$ cat src/rtl/dsr_pkg.sv
package dsr_pkg;

    typedef enum logic [2:0] {
        ST_IDLE,
        ST_QUAL,
        ST_DATA,
        ST_PAR,
        ST_STOP,
        ST_HUNT
    } rx_state_e;

    typedef enum logic [1:0] {
        PAR_NONE = 2'b00,
        PAR_EVEN = 2'b01,
        PAR_ODD  = 2'b10,
        PAR_RSVD = 2'b11
    } par_mode_e;

endpackage

$ cat src/rtl/dsr_sync.sv
module dsr_sync #(
    parameter int STAGES = 2
) (
    input  logic clk,
    input  logic rst_n,
    input  logic din,
    output logic dout
);
    logic [STAGES-1:0] ff_d, ff_q;

    generate
        if (STAGES == 1) begin : g_one
            always_comb ff_d = din;
        end else begin : g_many
            always_comb ff_d = {ff_q[STAGES-2:0], din};
        end
    endgenerate

    always_ff @(posedge clk or negedge rst_n) begin
        if (!rst_n) ff_q <= '1;
        else        ff_q <= ff_d;
    end

    assign dout = ff_q[STAGES-1];
endmodule

$ cat src/rtl/dsr_framer.sv
module dsr_framer
    import dsr_pkg::*;
#(
    parameter int DW        = 8,
    parameter int OS_RATIO  = 16,
    parameter int START_MIN = 8
) (
    input  logic          clk,
    input  logic          rst_n,
    input  logic          rx,
    input  logic          mode_sync,
    input  logic [1:0]    par_mode,
    input  logic          os_tick,
    input  logic          bit_tick,
    output logic          done,
    output logic [DW-1:0] char_out,
    output logic          perr,
    output logic          ferr
);
    localparam int HALF = OS_RATIO / 2;
    localparam int CW   = $clog2(OS_RATIO + HALF + 1);
    localparam int IW   = (DW > 1) ? $clog2(DW) : 1;
    localparam logic [CW-1:0] QUAL_LAST = CW'(START_MIN - 2);
    localparam logic [CW-1:0] RELOAD0   = CW'(OS_RATIO + HALF - START_MIN);
    localparam logic [CW-1:0] RELOAD    = CW'(OS_RATIO - 1);
    localparam logic [IW-1:0] IDX_LAST  = IW'(DW - 1);

    typedef struct packed {
        rx_state_e     st;
        logic [CW-1:0] cnt;
        logic [IW-1:0] idx;
        logic [DW-1:0] sh;
        logic          pbit;
        logic          done;
        logic          perr;
        logic          ferr;
    } fr_t;

    fr_t q, d;

    logic tick_os, samp, par_on, exp_par, any_tick;

    always_comb begin
        tick_os  = !mode_sync && os_tick;
        samp     = mode_sync ? bit_tick : (tick_os && q.cnt == '0);
        any_tick = mode_sync ? bit_tick : os_tick;
        par_on   = (par_mode == PAR_EVEN) || (par_mode == PAR_ODD);
        exp_par  = (^q.sh) ^ (par_mode == PAR_ODD);

        d      = q;
        d.done = 1'b0;
        case (q.st)
            ST_IDLE: begin
                if (mode_sync) begin
                    if (bit_tick && !rx) begin
                        d.st  = ST_DATA;
                        d.idx = '0;
                    end
                end else if (os_tick && !rx) begin
                    d.st  = ST_QUAL;
                    d.cnt = '0;
                end
            end
            ST_QUAL: begin
                if (os_tick) begin
                    if (rx) begin
                        d.st = ST_IDLE;
                    end else if (q.cnt == QUAL_LAST) begin
                        d.st  = ST_DATA;
                        d.cnt = RELOAD0;
                        d.idx = '0;
                    end else begin
                        d.cnt = q.cnt + CW'(1);
                    end
                end
            end
            ST_DATA: begin
                if (samp) begin
                    d.sh  = {rx, q.sh[DW-1:1]};
                    d.cnt = RELOAD;
                    if (q.idx == IDX_LAST) d.st = par_on ? ST_PAR : ST_STOP;
                    else                   d.idx = q.idx + IW'(1);
                end else if (tick_os) begin
                    d.cnt = q.cnt - CW'(1);
                end
            end
            ST_PAR: begin
                if (samp) begin
                    d.pbit = rx;
                    d.cnt  = RELOAD;
                    d.st   = ST_STOP;
                end else if (tick_os) begin
                    d.cnt = q.cnt - CW'(1);
                end
            end
            ST_STOP: begin
                if (samp) begin
                    d.done = 1'b1;
                    d.perr = par_on && (q.pbit != exp_par);
                    d.ferr = !rx && (|q.sh);
                    d.st   = rx ? ST_IDLE : ST_HUNT;
                end else if (tick_os) begin
                    d.cnt = q.cnt - CW'(1);
                end
            end
            ST_HUNT: begin
                if (any_tick && rx) d.st = ST_IDLE;
            end
            default: d.st = ST_IDLE;
        endcase
    end

    always_ff @(posedge clk or negedge rst_n) begin
        if (!rst_n) q <= '{st: ST_IDLE, default: '0};
        else        q <= d;
    end

    assign done     = q.done;
    assign char_out = q.sh;
    assign perr     = q.perr;
    assign ferr     = q.ferr;

    rx_state_e st_q;
    assign st_q = q.st;

    p_qual_async_r2 : assert property (@(posedge clk) disable iff (!rst_n)
        (st_q == ST_QUAL && $past(st_q) == ST_IDLE) |-> (!$past(mode_sync) && !$past(rx)));

    p_qual_len_r2 : assert property (@(posedge clk) disable iff (!rst_n)
        (st_q == ST_DATA && $past(st_q) == ST_QUAL) |-> ($past(q.cnt) == QUAL_LAST && !$past(rx)));

    p_sync_start_r4 : assert property (@(posedge clk) disable iff (!rst_n)
        (st_q == ST_DATA && $past(st_q) == ST_IDLE) |-> ($past(mode_sync) && $past(bit_tick)));

    p_hunt_exit_r11 : assert property (@(posedge clk) disable iff (!rst_n)
        (st_q == ST_IDLE && $past(st_q) == ST_HUNT) |-> $past(rx));
endmodule

$ cat src/rtl/dsr_status.sv
module dsr_status #(
    parameter int DW = 8
) (
    input  logic          clk,
    input  logic          rst_n,
    input  logic          done,
    input  logic [DW-1:0] char_in,
    input  logic          perr_in,
    input  logic          ferr_in,
    input  logic          rd,
    input  logic          clr,
    output logic [DW-1:0] data,
    output logic          rdy,
    output logic          ovr,
    output logic          perr,
    output logic          ferr
);
    typedef struct packed {
        logic [DW-1:0] data;
        logic          rdy;
        logic          ovr;
        logic          perr;
        logic          ferr;
    } st_t;

    st_t q, d;

    always_comb begin
        d = q;
        if (rd) d.rdy = 1'b0;
        if (clr) begin
            d.ovr  = 1'b0;
            d.perr = 1'b0;
            d.ferr = 1'b0;
        end
        if (done) begin
            d.data = char_in;
            d.rdy  = 1'b1;
            if (q.rdy && !rd) d.ovr  = 1'b1;
            if (perr_in)      d.perr = 1'b1;
            if (ferr_in)      d.ferr = 1'b1;
        end
    end

    always_ff @(posedge clk or negedge rst_n) begin
        if (!rst_n) q <= '0;
        else        q <= d;
    end

    assign data = q.data;
    assign rdy  = q.rdy;
    assign ovr  = q.ovr;
    assign perr = q.perr;
    assign ferr = q.ferr;

    p_done_loads_r7 : assert property (@(posedge clk) disable iff (!rst_n)
        done |=> (rdy && data == $past(char_in)));

    p_ovr_cause_r8 : assert property (@(posedge clk) disable iff (!rst_n)
        $rose(ovr) |-> ($past(rdy) && $past(done)));

    p_rd_clears_r9 : assert property (@(posedge clk) disable iff (!rst_n)
        (rd && !done) |=> !rdy);

    p_clr_clears_r9 : assert property (@(posedge clk) disable iff (!rst_n)
        (clr && !done) |=> (!ovr && !perr && !ferr));

    p_ferr_data_r6 : assert property (@(posedge clk) disable iff (!rst_n)
        $rose(ferr) |-> (data != '0));
endmodule

$ cat src/rtl/dual_serial_rx.sv
module dual_serial_rx #(
    parameter int DW          = 8,
    parameter int OS_RATIO    = 16,
    parameter int START_MIN   = 8,
    parameter int SYNC_STAGES = 2
) (
    input  logic          clk,
    input  logic          rst_n,
    input  logic          rx_line,
    input  logic          mode_sync,
    input  logic [1:0]    par_mode,
    input  logic          os_tick,
    input  logic          bit_tick,
    input  logic          rd_strobe,
    input  logic          clr_strobe,
    output logic [DW-1:0] rx_data,
    output logic          rx_ready,
    output logic          rx_overrun,
    output logic          rx_par_err,
    output logic          rx_frm_err
);
    logic          rx_s;
    logic          fr_done, fr_perr, fr_ferr;
    logic [DW-1:0] fr_char;

    dsr_sync #(.STAGES(SYNC_STAGES)) u_sync (
        .clk  (clk),
        .rst_n(rst_n),
        .din  (rx_line),
        .dout (rx_s)
    );

    dsr_framer #(.DW(DW), .OS_RATIO(OS_RATIO), .START_MIN(START_MIN)) u_framer (
        .clk      (clk),
        .rst_n    (rst_n),
        .rx       (rx_s),
        .mode_sync(mode_sync),
        .par_mode (par_mode),
        .os_tick  (os_tick),
        .bit_tick (bit_tick),
        .done     (fr_done),
        .char_out (fr_char),
        .perr     (fr_perr),
        .ferr     (fr_ferr)
    );

    dsr_status #(.DW(DW)) u_status (
        .clk    (clk),
        .rst_n  (rst_n),
        .done   (fr_done),
        .char_in(fr_char),
        .perr_in(fr_perr),
        .ferr_in(fr_ferr),
        .rd     (rd_strobe),
        .clr    (clr_strobe),
        .data   (rx_data),
        .rdy    (rx_ready),
        .ovr    (rx_overrun),
        .perr   (rx_par_err),
        .ferr   (rx_frm_err)
    );
endmodule

$ cat config.mk
export PLATFORM = sky130hd
export DESIGN_NAME = dual_serial_rx
export DESIGN_NICKNAME = d
export VERILOG_FILES = /design/src/rtl/dsr_pkg.sv /design/src/rtl/dsr_sync.sv /design/src/rtl/dsr_framer.sv /design/src/rtl/dsr_status.sv /design/src/rtl/dual_serial_rx.sv
export SDC_FILE = /design/constraint.sdc
export NUM_CORES = 1
export LEC_CHECK = 0
export BUFFER_PORTS_ARGS = -buffer_cell sky130_fd_sc_hd__buf_2
export CELL_PAD_IN_SITES_DETAIL_PLACEMENT = 1
export CELL_PAD_IN_SITES_GLOBAL_PLACEMENT = 2
export CORE_ASPECT_RATIO = 1.1
export CORE_MARGIN = 1
export CORE_UTILIZATION = 30
export DETAILED_ROUTE_END_ITERATION = 8
export GPL_TIMING_DRIVEN = 0
export PLACE_DENSITY_LB_ADDON = 0.25
export SYNTH_ARGS = -nofsm -noshare
export SYNTH_HDL_FRONTEND = slang
export SYNTH_SLANG_ARGS = --single-unit
$ cat constraint.sdc
create_clock -name clk -period 3 [get_ports clk]
set_clock_uncertainty 0.05 [all_clocks]
set_input_delay 0.45 -clock clk [delete_from_list [all_inputs] [get_ports clk]]
set_output_delay 0.45 -clock clk [all_outputs]
set_load 0.05 [all_outputs]
* After elaboration in Yosys (flattened, before gate mapping) *
Cells that the tools add are included.

word-level totals
  output and inout port bits = 12
  word-level logic and storage cells = 108
  bits of input ports = 10
  register bits = 37

operators by class
  equality and inequality tests = 27
  bitwise gates (word level) = 1
  reductions and logical operators = 26
  multiplexer cells = 37
  add/subtract/negate cells = 3

operators with widths
  cell                                                                     number
  3-bit 2-to-1 mux                                                         18
  5-bit 2-to-1 mux                                                         5
  11-bit 2-to-1 mux                                                        2
  5-bit one-hot mux with 4 select lines                                    1
  3-bit one-hot mux with 6 select lines                                    1
  8-bit 2-to-1 mux                                                         2
  2-bit by 1-bit inequality test with 1-bit output, second input constant  8
  2-bit inequality test, second input constant                             6
  3-bit equality test, second input constant                               3
  3-bit by 2-bit inequality test with 1-bit output, second input constant  3
  3-bit one-hot mux with 3 select lines                                    1
  9-bit AND reduction                                                      1
  1-bit logical AND                                                        8
  8-bit AND reduction                                                      1
  8-bit OR reduction                                                       1
  8-bit XOR reduction                                                      1
  3-bit by 2-bit equality test with 1-bit output, second input constant    2
  1-bit 2-to-1 mux                                                         6
  2-bit AND reduction                                                      3
  6-bit AND reduction                                                      1
  5-bit by 1-bit adder with 5-bit output, second input constant            1
  5-bit by 3-bit equality test with 1-bit output, second input constant    1
  5-bit zero test                                                          1
  5-bit by 1-bit subtractor with 5-bit output, second input constant       1
  other kinds (14)                                                         16

* Longest topological paths before layout *
Gate-level depths: netlist (run 1).

  depth in word-level cells = 6
  depth in mapped cells = 8
  gate-level depth less buffers = 7

* Cells and area by module *
A second synthesis (run 1) with hierarchy kept.

unflattened totals
  cells, all modules = 212
  area total of the unflattened synthesis = 2180.8 sq um

modules (own cells, without submodules)
  module      area an instance (sq um)  seq. area each (sq um)  cells each  times used
  dsr_framer  1657.8                    575.6                   183         1
  dsr_status  470.5                     300.3                   27          1
  dsr_sync    52.6                      52.6                    2           1

* Worst setup path after synthesis (run 1) *
Ideal clock, no wire load.

  kind = flip-flop to flip-flop
  from = register u_framer.q[15] (netlist name)
  to = register u_framer.q (netlist bit u_framer.st_q[0])
  clock period less this slack = 1868 ps
  stages on the path, launching flop included = 8
  arrival time = 1693 ps
  setup slack = 1132 ps
  cells stage by stage = dfrtp_1 > inv_1 > ha_1 > nor4b_4 > a21boi_2 > nand2_1 > nand3_1 > mux2_2

on the way
  cells in the longest elaborated chain, start to end = 5
  elaborated cells on any way between the ends = 9
  classes of those cells = eq/ne (5); mux (1); reduce/logical (3)

ends and longest elaborated chain
  element                                                     line               source
  from (decl)                                                 dsr_framer.sv:39   fr_t q, d;
  from (signal assigned)                                      dsr_framer.sv:114  if (!rst_n) q <= '{st: ST_IDLE, default: '0};
  from (signal assigned)                                      dsr_framer.sv:115  else q <= d;
  5-bit zero test                                             dsr_framer.sv:45   samp = mode_sync ? bit_tick : (tick_os && q.cnt == '0);
  1-bit logical AND                                           dsr_framer.sv:45
  1-bit 2-to-1 mux                                            dsr_framer.sv:45
  2-bit by 1-bit inequality test with 1-bit output (no line)  --
  9-bit AND reduction (no line) *                             --

Mark *: on every way between the ends. The rest lies on a longest branch, timed or not.
A chain may end at the register's enable or synchronous reset.

* Worst setup path after layout (run 1) *
Same ends and word-level chain as after synthesis.

==> run summary, run 1 <==
The number of nets in the synthesized netlist is 235. Endpoint of the worst hold path: u_sync.ff_q[0]. The initial utilization of the core area, before any placement, comes to 31.0%.

The clock reaches the later pin of the worst-skew pair after 290 ps. In this run the power density over the cells is 938 mW/mm2. The final critical path takes up 75.2% of the cycle.

The library cell used as clock root buffer is clkbuf_8. The tools report the number of setup violations in the final report as 0. Before CTS, the worst setup slack after placement is 743 ps. The leakage power is 0.00118 uW, and the power share of the clock group is 19.6%.

Yosys mapped the design onto 58 distinct sky130hd cell types. In this run the register-to-register setup slack is 740 ps. For this run, design rule violations remaining after detail routing come to 0.

The critical hold path startpoint was rx_line. For the worst flop-to-flop path, the logic depth is 7. For the worst setup path, the data required time is 3130 ps. Setup repair after global routing left no endpoint under its margin. The number of enable-type register cells in the synthesized netlist is 0, and the cell count of the worst hold path is 1. The count of yosys warnings during synthesis was 0.

The number of buffers inserted by port buffering came out at 20. Internal power comes to 1380 uW. At the worst endpoint, the arrival time is 2380 ps. CTS saw 37 sinks. The tools report the worst max-slew margin expressed relative to the limit as 44.1%. The die is 83.1 um wide. After the last flow step, the layout net total stands at 262. TritonCTS built the clock tree. Pin placement for this block handled 22 I/O pins.

The final number of hold-violating endpoints was 0. The final layout contains routed wiring with a total length of 5140 um. The synthesized design contains 37 register bits. For this design the total switching power over the nets is 961 uW. For the post-synthesis instance total, the log shows 214. Detailed placement ended at an HPWL of 3730 um. In the final routed layout, each cell accounts on average for 15.7 um. The run gives 0 as the number of antenna violations at the first check in global routing. Slew at the pin closest to its max-slew limit: 839 ps.

The most used flip-flop cell after synthesis is dfrtp_1. The run gives 1667 as the count of vias placed by the detailed router. The first global-routing pass estimated 9230 um of wire. The run finished with clean final reports. Measured along the y axis, the die boundary spans 91.2 um. The number of buffers between clock root and the deepest sink came out at 2. Number of iterations in the first detailed-routing pass: 4.

The core region is 0.00701 mm2. In this run the worst hold path is classified as input port to flip-flop. The worst-case IR drop observed on VDD is 306 uV. The tools report the total negative slack as 0 ps. The violation count after the first detailed-routing iteration was 45. Critical path startpoint category: a flip-flop.

In this run switching power makes up 41.0% of total power. Pin count of the biggest net entering global routing: 38. For the overflow left after global routing, the log shows 0.

The tools report the total inserted antenna cells as 0. After detailed routing, the number of vias per cell comes to 5.10. The sequential group share of total power is 31.6%, and the final core area utilization is 35.6%.

The synthesized area came out at 0.00217 mm2. The tools report the number of resized instances in the post-cts repair step as 0. In this run, the combinational gates consume 48.8% of the power. Remaining antenna violation count after routing: 0. The initialized floorplan defines 32 standard-cell rows. The run gives 2 as the H-tree depth reported by CTS. The clock period could shrink to 2260 ps.

The number of hold buffers added after CTS was 0. Of all nets on the critical path, the largest fanout is 6. The startpoint of the worst register-to-register path was u_framer.q[15]. The endpoint identified for the worst register-to-register timing path is u_framer.st_q[0].

The area growth from synthesis to layout works out to 15.1%. Static timing analysis puts the maximum clock frequency at 443 MHz. The synthesized area divided by synthesized cell count works out to 10.1 um2. The number of filler instances in the final layout came out at 812.

The critical path in this run is classified as flip-flop to flip-flop. Max-capacitance violation count: 0. In this run the post-CTS setup repair buffer count came out at 0.

The number of clock buffers added by TritonCTS is 5. At the end of routability-driven placement, the weighted congestion stood at 0.756. The fraction of registers with async set/reset is 100%.

Once routing completed, OpenROAD measured the worst setup slack at 743 ps. For the count of pins over their slew limit, the log shows 0. Global routing used 15.3% of the available tracks across all layers.

The worst setup path is captured at a flip-flop. Via count of the first global-routing pass: 1826. Sequential elements use 42.8% of the synthesized area. Cells with a size suffix above 1 make up 25.2% of the layout. The floorplan step defined a die boundary enclosing 0.00758 mm2. After clock tree synthesis, the clock-pin slew on the worst setup and hold paths is 80 ps.
==> area by class of cell <==
cell class / instances / area [um2] / share of cell area [%]
Multi-Input combinational cell: 148 / 1090 / 43.8
Clock inverter: 2 / 37.5 / 1.50
Timing Repair Buffer: 20 / 100 / 4.01
Inverter: 19 / 71.3 / 2.86
Buffer: 10 / 76.3 / 3.06
Clock buffer: 6 / 82.6 / 3.31
Sequential cell: 37 / 928 / 37.2
Tap cell: 85 / 106 / 4.26
==> metal layers <==
| metal | vias to the layer above | part of all wire [%] | track usage [%] |
|---|---|---|---|
| met1 | 832 | 47 | 19.2 |
| met2 | 25 | 49 | 26.3 |
| met4 | 0 | 1.9 | 5.17 |
| met5 | - | 0 | 0 |
| li1 | 802 | - | - |
| met3 | 8 | 2.1 | 2.73 |
==> worst max-delay path: stages (launching register included) <==
cell and delay [ps]:
dfrtp_1 450, inv_1 140, ha_1 220, nor4b_4 140, a21boi_2 420, nand2_1 200, nand3_1 190, mux2_2 350
==> kinds of logic after synthesis <==
| family | Yosys count | share of synthesized area, % |
|---|---|---|
| buf+inv | 29 | 6.80 |
| mux | 15 | 7.96 |
| flops | 37 | 42.8 |
| fa+ha+maj | 11 | 6.34 |
| simple gates | 57 | 14.4 |
| compound gates | 58 | 18.9 |
| xor+xnor | 7 | 2.83 |
==> flip-flops by register name, summed over array words and instances, names as in the netlist <==
signal / count
u_framer.q: 9
u_framer.char_out: 8
u_status.data: 8
u_framer.st_q: 3
u_sync.ff_q: 2
u_framer.done: 1
u_framer.ferr: 1
u_framer.perr: 1
u_status.ferr: 1
u_status.ovr: 1
u_status.perr: 1
u_status.rdy: 1
==> how the worst max path moves through the flow <==
stage	cells after the start	endpoint	from
6_report	7	u_framer.st_q[0]	u_framer.q[15]
3_5_place_dp	7	u_framer.st_q[0]	u_framer.q[15]
5_1_grt	7	u_framer.st_q[0]	u_framer.q[15]
3_3_place_gp	7	u_framer.st_q[0]	u_framer.q[15]
4_1_cts	7	u_framer.st_q[0]	u_framer.q[15]
2_1_floorplan	7	u_framer.st_q[0]	u_framer.q[15]
==> power groups by stage <==
stage	clock network [uW]	registers [uW]	logic (uW)
4_1_cts	480	742	1160
6_report	458	740	1140
3_3_place_gp	0	744	1140
2_1_floorplan	0	825	796
5_1_grt	499	760	1280
3_5_place_dp	0	752	1150
==> cell usage after synthesis (2+ instances only) <==
cell | instances | area share, %
ha_1 | 11 | 6.3
o31ai_1 | 2 | 0.69
dfrtp_1 | 35 | 40
mux2i_1 | 3 | 1.4
nand3_1 | 5 | 1.2
a32o_1 | 2 | 0.92
nor2b_1 | 2 | 0.58
xnor2_1 | 5 | 2.0
o21ai_1 | 2 | 0.46
xor2_1 | 2 | 0.81
buf_6 | 3 | 1.6
inv_1 | 19 | 3.3
o21ai_0 | 17 | 3.9
mux2_4 | 2 | 1.4
nand2b_1 | 6 | 1.7
nor2_1 | 11 | 1.9
buf_4 | 4 | 1.4
dfstp_2 | 2 | 2.4
mux2_2 | 10 | 5.2
nand2_1 | 20 | 3.5
a22o_1 | 3 | 1.2
a21o_1 | 2 | 0.69
a21oi_1 | 11 | 2.5
==> cells in the final DEF (no fill, tap or decap), types with 4 or more instances in the layout <==
| cell | n |
|---|---|
| dfrtp_1 | 35 |
| buf_2 | 21 |
| nand2_1 | 20 |
| inv_1 | 19 |
| o21ai_0 | 17 |
| a21oi_1 | 11 |
| nor2_1 | 11 |
| ha_1 | 11 |
| mux2_2 | 10 |
| nand2b_1 | 6 |
| clkbuf_8 | 6 |
| nand3_1 | 5 |
| xnor2_1 | 5 |
| buf_4 | 4 |
==> per-stage QoR <==
step / hold WS, ps / instance area [um2] / power (uW) / cells
final: 203 / 2500 / 2340 / 327
after global routing: 185 / 2500 / 2540 / 327
after CTS: 190 / 2500 / 2380 / 327
after detailed placement: 297 / 2380 / 1900 / 319
after global placement: 297 / 2380 / 1880 / 319
after floorplan: 104 / 2170 / 1620 / 214
No activity file was read; power rests on OpenSTA's default activity.
==> inputs of run 2 (changes only) <==
- clock period: 3 -> 2.06 ns (I/O delays scaled with it)
==> run summary, run 2 (synthesis results as in run 1) <==
Shortest period the worst path allows: 1960 ps. In this run the horizontal extent of the chip is 83.1 um. The slew at the pin closest to its max-slew limit works out to 836 ps.

The violation count after the first detailed-routing iteration is 40. Among the stages of the critical path, the cell type that occurs most often is buf_4. Adding up every negative setup slack in the final design gives 0 ps.

The die is 91.2 um tall. Routability-driven placement finished with a final weighted congestion of 0.756. The detailed placement HPWL came out at 3730 um. Final design instance area without fill: 0.00259 mm2. Worst max-slew margin expressed relative to the limit: 44.2%. For the worst setup path, the data required time is 2190 ps.

The maximum net fanout on the critical path is 6, and the number of antenna violations at the first check in global routing is 0. STA puts the critical path data arrival time at 2100 ps. Total die area: 0.00758 mm2.

The number of clock buffers added by TritonCTS is 5. Critical path startpoint category: a flip-flop. The run gives 510 MHz as the top achievable clock speed. In the layout the commonest cells are dfrtp_1 (34), buf_2 (21), nand2_1 (19). In the final layout, the share of cells above drive strength 1 is 29.9%. The tightest hold path in the finished design has a slack of 59.6 ps.

The repair_antennas step left the layout with diodes totalling 0. The kind of path behind the tightest hold check was input port to asynchronous set/reset pin. Register-to-register path setup slack: 100 ps.

The most common library cell in the layout ignoring fill and taps is dfrtp_1. The final core area utilization came out at 37.0%. Using the TritonRoute via totals, the vias-per-cell ratio works out to 5.05. The power density normalized to cell area is 1370 mW/mm2, and the number of buffers between clock root and the deepest sink is 2. The clock tree synthesis step divided the H-tree into 2 levels.

After clock tree synthesis, the clock-pin slew on the worst setup and hold paths is 80 ps. The area growth from synthesis to layout works out to 19.6%. TritonCTS built the clock tree. The run gives 0 as the final number of hold-violating endpoints. During I/O placement, the number of pins put on the boundary was 22. The number of buffers inserted by port buffering works out to 20. Entering global routing, the biggest net connects 38 pins.

The run gives 319 as the cell count after placement. The number of setup violations in the final report is 0. The first detailed-routing pass took 4 iterations. The critical path goes through inv_1 -> ha_1 -> nor4b_4 -> buf_4 -> a21boi_4 -> buf_4 -> o21ai_2 -> nand3_2 -> mux2_4.

The cell sitting at the root of the clock tree is a clkbuf_8. The part of the cycle the worst path needs is 95.2%. Core box area: 0.00701 mm2. In the global route stage, overall resource usage came out at 15.3%. Dividing the detail-routed wire length by the instance count gives 15.6 um. After detailed routing, the number of remaining DRC violations is 0.

Across the whole layout, storage elements account for 930 um2. The worst setup path is captured at a flip-flop. The run gives 290 ps as the source-to-sink clock delay at the later pin of the worst-skew pair. Ranked by flip-flop count, first place goes to u_framer.q. Number of flip-flops under the largest register name: 9. The initialized floorplan defines 32 standard-cell rows. The net count of the finished layout is 271. The count of pins over their slew limit came out at 0. The via count of the first global-routing pass was 1835; the total detailed-routing wirelength was 5240 um. The run gives 31.0% as the initial core utilization.

For this design, the slowest cell found on the critical path is dfrtp_2. Excluding fillers, the count of instances in the completed layout stands at 336. In this design, the largest share of critical-path delay is due to flip-flops.

The count of vias placed by the detailed router was 1697; the stage delay of the slowest cell on the critical path was 450 ps. The logs give 0.00238 mm2 for the placement-stage cell area and 0 for the overflow left after global routing. The logs give 809 for the number of filler instances in the final layout and 9250 um for the first-pass GRT wire length.

In the final layout, the multi-input gates occupy 0.00112 mm2. By startpoint and endpoint, the worst setup path is classified as flip-flop to flip-flop. Across the run, the number of max-cap violations was 0. Leakage power: 0.00124 uW. The count of nets left with antenna violations once routing finished came out at 0. VDD sags by at most 452 uV. The run finished with clean final reports. The combined buffer and inverter count along the critical path was 3; the clock net sink count was 37.
-- run 2: worst register-to-register path: stages, from the launching register on --
cell      delay [ps]
dfrtp_2          450
inv_1             90
ha_1             140
nor4b_4          170
buf_4            170
a21boi_4          80
buf_4            160
o21ai_2          110
nand3_2          120
mux2_4           320
-- run 2: final timing paths --
path,to,start,cells past startpoint
max in group asynchronous,u_framer.q[16],rst_n,1
worst min register to register,u_sync.ff_q[1],u_sync.ff_q[0],0
worst max-delay path,u_framer.q[12],u_framer.q[16],9
worst max register to register,u_framer.q[12],u_framer.q[16],9
worst min-delay path,u_framer.st_q[2],rst_n,1
min in group clk,u_sync.ff_q[0],rx_line,1
-- run 2: power breakdown --
group,switching (uW),internal (uW),total (uW)
Combinational,1020,799,1820
Sequential,151,917,1070
Clock,276,394,670
Total,1450,2110,3560
-- run 2: repair_timing --
action / in CTS / in global routing
gates resized for setup: 2 / 6
endpoints found under the setup margin: 5 / 13
hold buffers: 0 / 0
setup buffers: 1 / 8
pin swaps: 1 / 3
-- run 2: layer usage --
layer	global-route usage, %	vias to the layer above	share of wire [%]
met2	26.4	27	49
met5	0	-	0
met4	5.17	0	1.8
met3	2.73	8	2.2
met1	19.2	843	47
li1	-	819	-
-- run 2: final cells by class --
cell class / count / share of cell area [%]
multi-input cells: 148 / 43.3
flip-flops and latches: 37 / 35.8
repair buffers: 29 / 6.46
well taps: 85 / 4.10
clock buffers: 6 / 3.18
plain buffers: 10 / 2.94
inverters: 19 / 2.75
clock inverters: 2 / 1.45
-- run 2: metrics by stage --
step | total power [uW] | worst slack [ps]
final | 3560 | 98.7
after floorplan | 2360 | 192
after global routing | 3850 | -7.56
after detailed placement | 2770 | -197
after CTS | 3490 | 15.4
after global placement | 2740 | -212
==> inputs of run 3 (changes only) <==
- MAX_ROUTING_LAYER: unset -> met4
==> run summary, run 3 (synthesis results as in run 1) <==
The register ranked first by flip-flop count is u_framer.q. TritonCTS built the clock tree. In this run the count of I/O pins placed on the die edge is 22.

The count of pins over their slew limit is 0, and the stage delay of the slowest cell on the critical path is 450 ps. The cell family contributing the most delay on the critical path was flip-flops. The congestion estimate from routability-driven global placement came to 0.766.

The tools report the library cell used as clock root buffer as clkbuf_8. Clock-pin slew was measured on the worst setup and hold paths at 80 ps. The total CTS buffers came out at 5. The number of setup violations in the final report was 0. The data arrival time of the critical path was 2100 ps; the horizontal die dimension was 83.1 um. 0 antenna diodes ended up in the layout.

The area taken by flip-flops and latches is 930 um2. The multi-input combinational cells in the finished layout cover a total of 0.00112 mm2. For this run, design rule violations remaining after detail routing come to 0.

In the routed layout, each cell is associated on average with a via count of 5.06. The vertical die dimension works out to 91.2 um. Number of buffers added to fix hold violations after cts: 0. Once layout is done, the placed cells without fillers occupy 0.00259 mm2. The pre-antenna-repair detailed-routing pass consisted of 4 iterations.

Summed over all layers, the routed wires come to 5260 um. Fill cells in the final layout number 809. In this design, the critical path's most frequently occurring cell is buf_4.

The tools report the final number of hold-violating endpoints as 0. The tool flagged a number of max-cap violations equal to 0. The row count is 32, and the worst hold-check slack is 59.8 ps.

The longest clock path from root to sink contains 2 buffers. At the later pin of the worst-skew pair, clock insertion delay measures 290 ps. The run finished with clean final reports. Global routing used 15.8% of the available tracks across all layers. Static timing analysis puts the maximum clock frequency at 510 MHz. The die covers 0.00758 mm2.

Remaining antenna violation count after routing: 0. After layout, the worst path uses 95.2% of the clock period. The path type of the worst setup path was flip-flop to flip-flop.

Of the cells placed in the final design, the portion with a size suffix greater than 1 is 29.9%. Together, buffers and inverters on the worst path number 3. Number of flip-flops under the largest register name: 9. The pin count of the biggest net entering global routing came out at 38. The run gives 271 as the total number of nets in the final design.

The H-tree depth reported by CTS was 2; the required arrival time at the worst endpoint was 2190 ps. The run gives 9260 um as the first-pass GRT wire length. Leaving out fill and tap cells, the most frequent cells in the layout are dfrtp_1 (34), buf_2 (21), nand2_1 (19). Summed over all layers, the global routing overflow is 0. The worst max-slew margin expressed relative to the limit came out at 44.2%.

Of all nets on the critical path, the largest fanout is 6. The detailed router placed 1700 vias in this run. The run gives 0.00701 mm2 as the core box area. The area growth from synthesis to layout is 19.6%. The peak supply drop was 451 uV. For this block, the initial DRC count from the detailed router was 45. Power spread over the standard cell area amounts to 1370 mW/mm2.

In the final timing run, aggregate negative setup slack is 0 ps. The slew at the pin closest to its max-slew limit was 837 ps. The via count of the first global-routing pass is 1839. The worst path in the final design needs a cycle of 1960 ps, including I/O delays and setup. Kind of path behind the tightest hold check: input port to asynchronous set/reset pin.

The placed instances occupy a cell area of 0.00238 mm2. The endpoint kind of the worst setup timing path is a flip-flop. Leaving out fill and tap cells, the most frequent cell in the layout is dfrtp_1.

Dividing the detail-routed wire length by the instance count gives 15.6 um. STA classifies the critical path startpoint as a flip-flop. The number of antenna violations at the first check in global routing is 0, and the detailed placement HPWL is 3730 um. Once the floorplan was initialized, standard cells occupied 31.0% of the core. The run gives 37 as the clock net sink count. The signal on the critical path passes through inv_1 -> ha_1 -> nor4b_4 -> buf_4 -> a21boi_4 -> buf_4 -> o21ai_2 -> nand3_2 -> mux2_4. The critical-path cell with the highest stage delay was dfrtp_2.

The number of buffers inserted by port buffering works out to 20. The leakage power is 0.00124 uW.
==> run 3: metal layers <==
| metal | up-vias | track usage [%] | wire length (um) |
|---|---|---|---|
| met1 | 843 | 19.2 | 2450 |
| li1 | 819 | - | - |
| met2 | 29 | 26.5 | 2600 |
| met5 | - | - | 0 |
| met4 | 0 | 5.17 | 85 |
| met3 | 9 | 2.73 | 119 |
==> run 3: what timing repair did <==
item | 4_1_cts | 5_1_grt
setup buffers | 1 | 8
endpoints found under the setup margin | 5 | 13
cloned | 0 | 0
pin swaps | 1 | 3
resized for setup | 2 | 6
==> run 3: final timing paths <==
kind	from	end	slack [ps]	cells past startpoint
worst max-delay path	u_framer.q[16]	u_framer.q[12]	100	9
worst min-delay path	rst_n	u_status.rdy	60	1
worst max register to register	u_framer.q[16]	u_framer.q[12]	100	9
worst min register to register	u_sync.ff_q[0]	u_sync.ff_q[1]	310	0
max in group asynchronous	rst_n	u_framer.q[16]	1310	1
min in group clk	rx_line	u_sync.ff_q[0]	60	1
==> run 3: final cells by class <==
| class | instances | share of cell area (%) |
|---|---|---|
| buffer | 10 | 2.94 |
| clock buffer | 6 | 3.18 |
| clock inverter | 2 | 1.45 |
| inverter | 19 | 2.75 |
| multi-input combinational | 148 | 43.3 |
| sequential | 37 | 35.8 |
| tap | 85 | 4.10 |
| timing repair buffer | 29 | 6.46 |
==> run 3: power by group <==
part / switching [uW] / internal [uW]
sequential: 151 / 917
combinational: 1020 / 799
clock: 278 / 394
total: 1450 / 2110
==> run 3: stage by stage <==
stage	instances	setup WS, ps	total power, uW	util, %
floorplan	214	192	2360	-
global placement	319	-212	2740	33.9
detailed placement	319	-197	2770	33.9
CTS	328	15.4	3490	35.9
global route	336	-7.56	3850	37.0
finish	336	98.6	3560	37.0
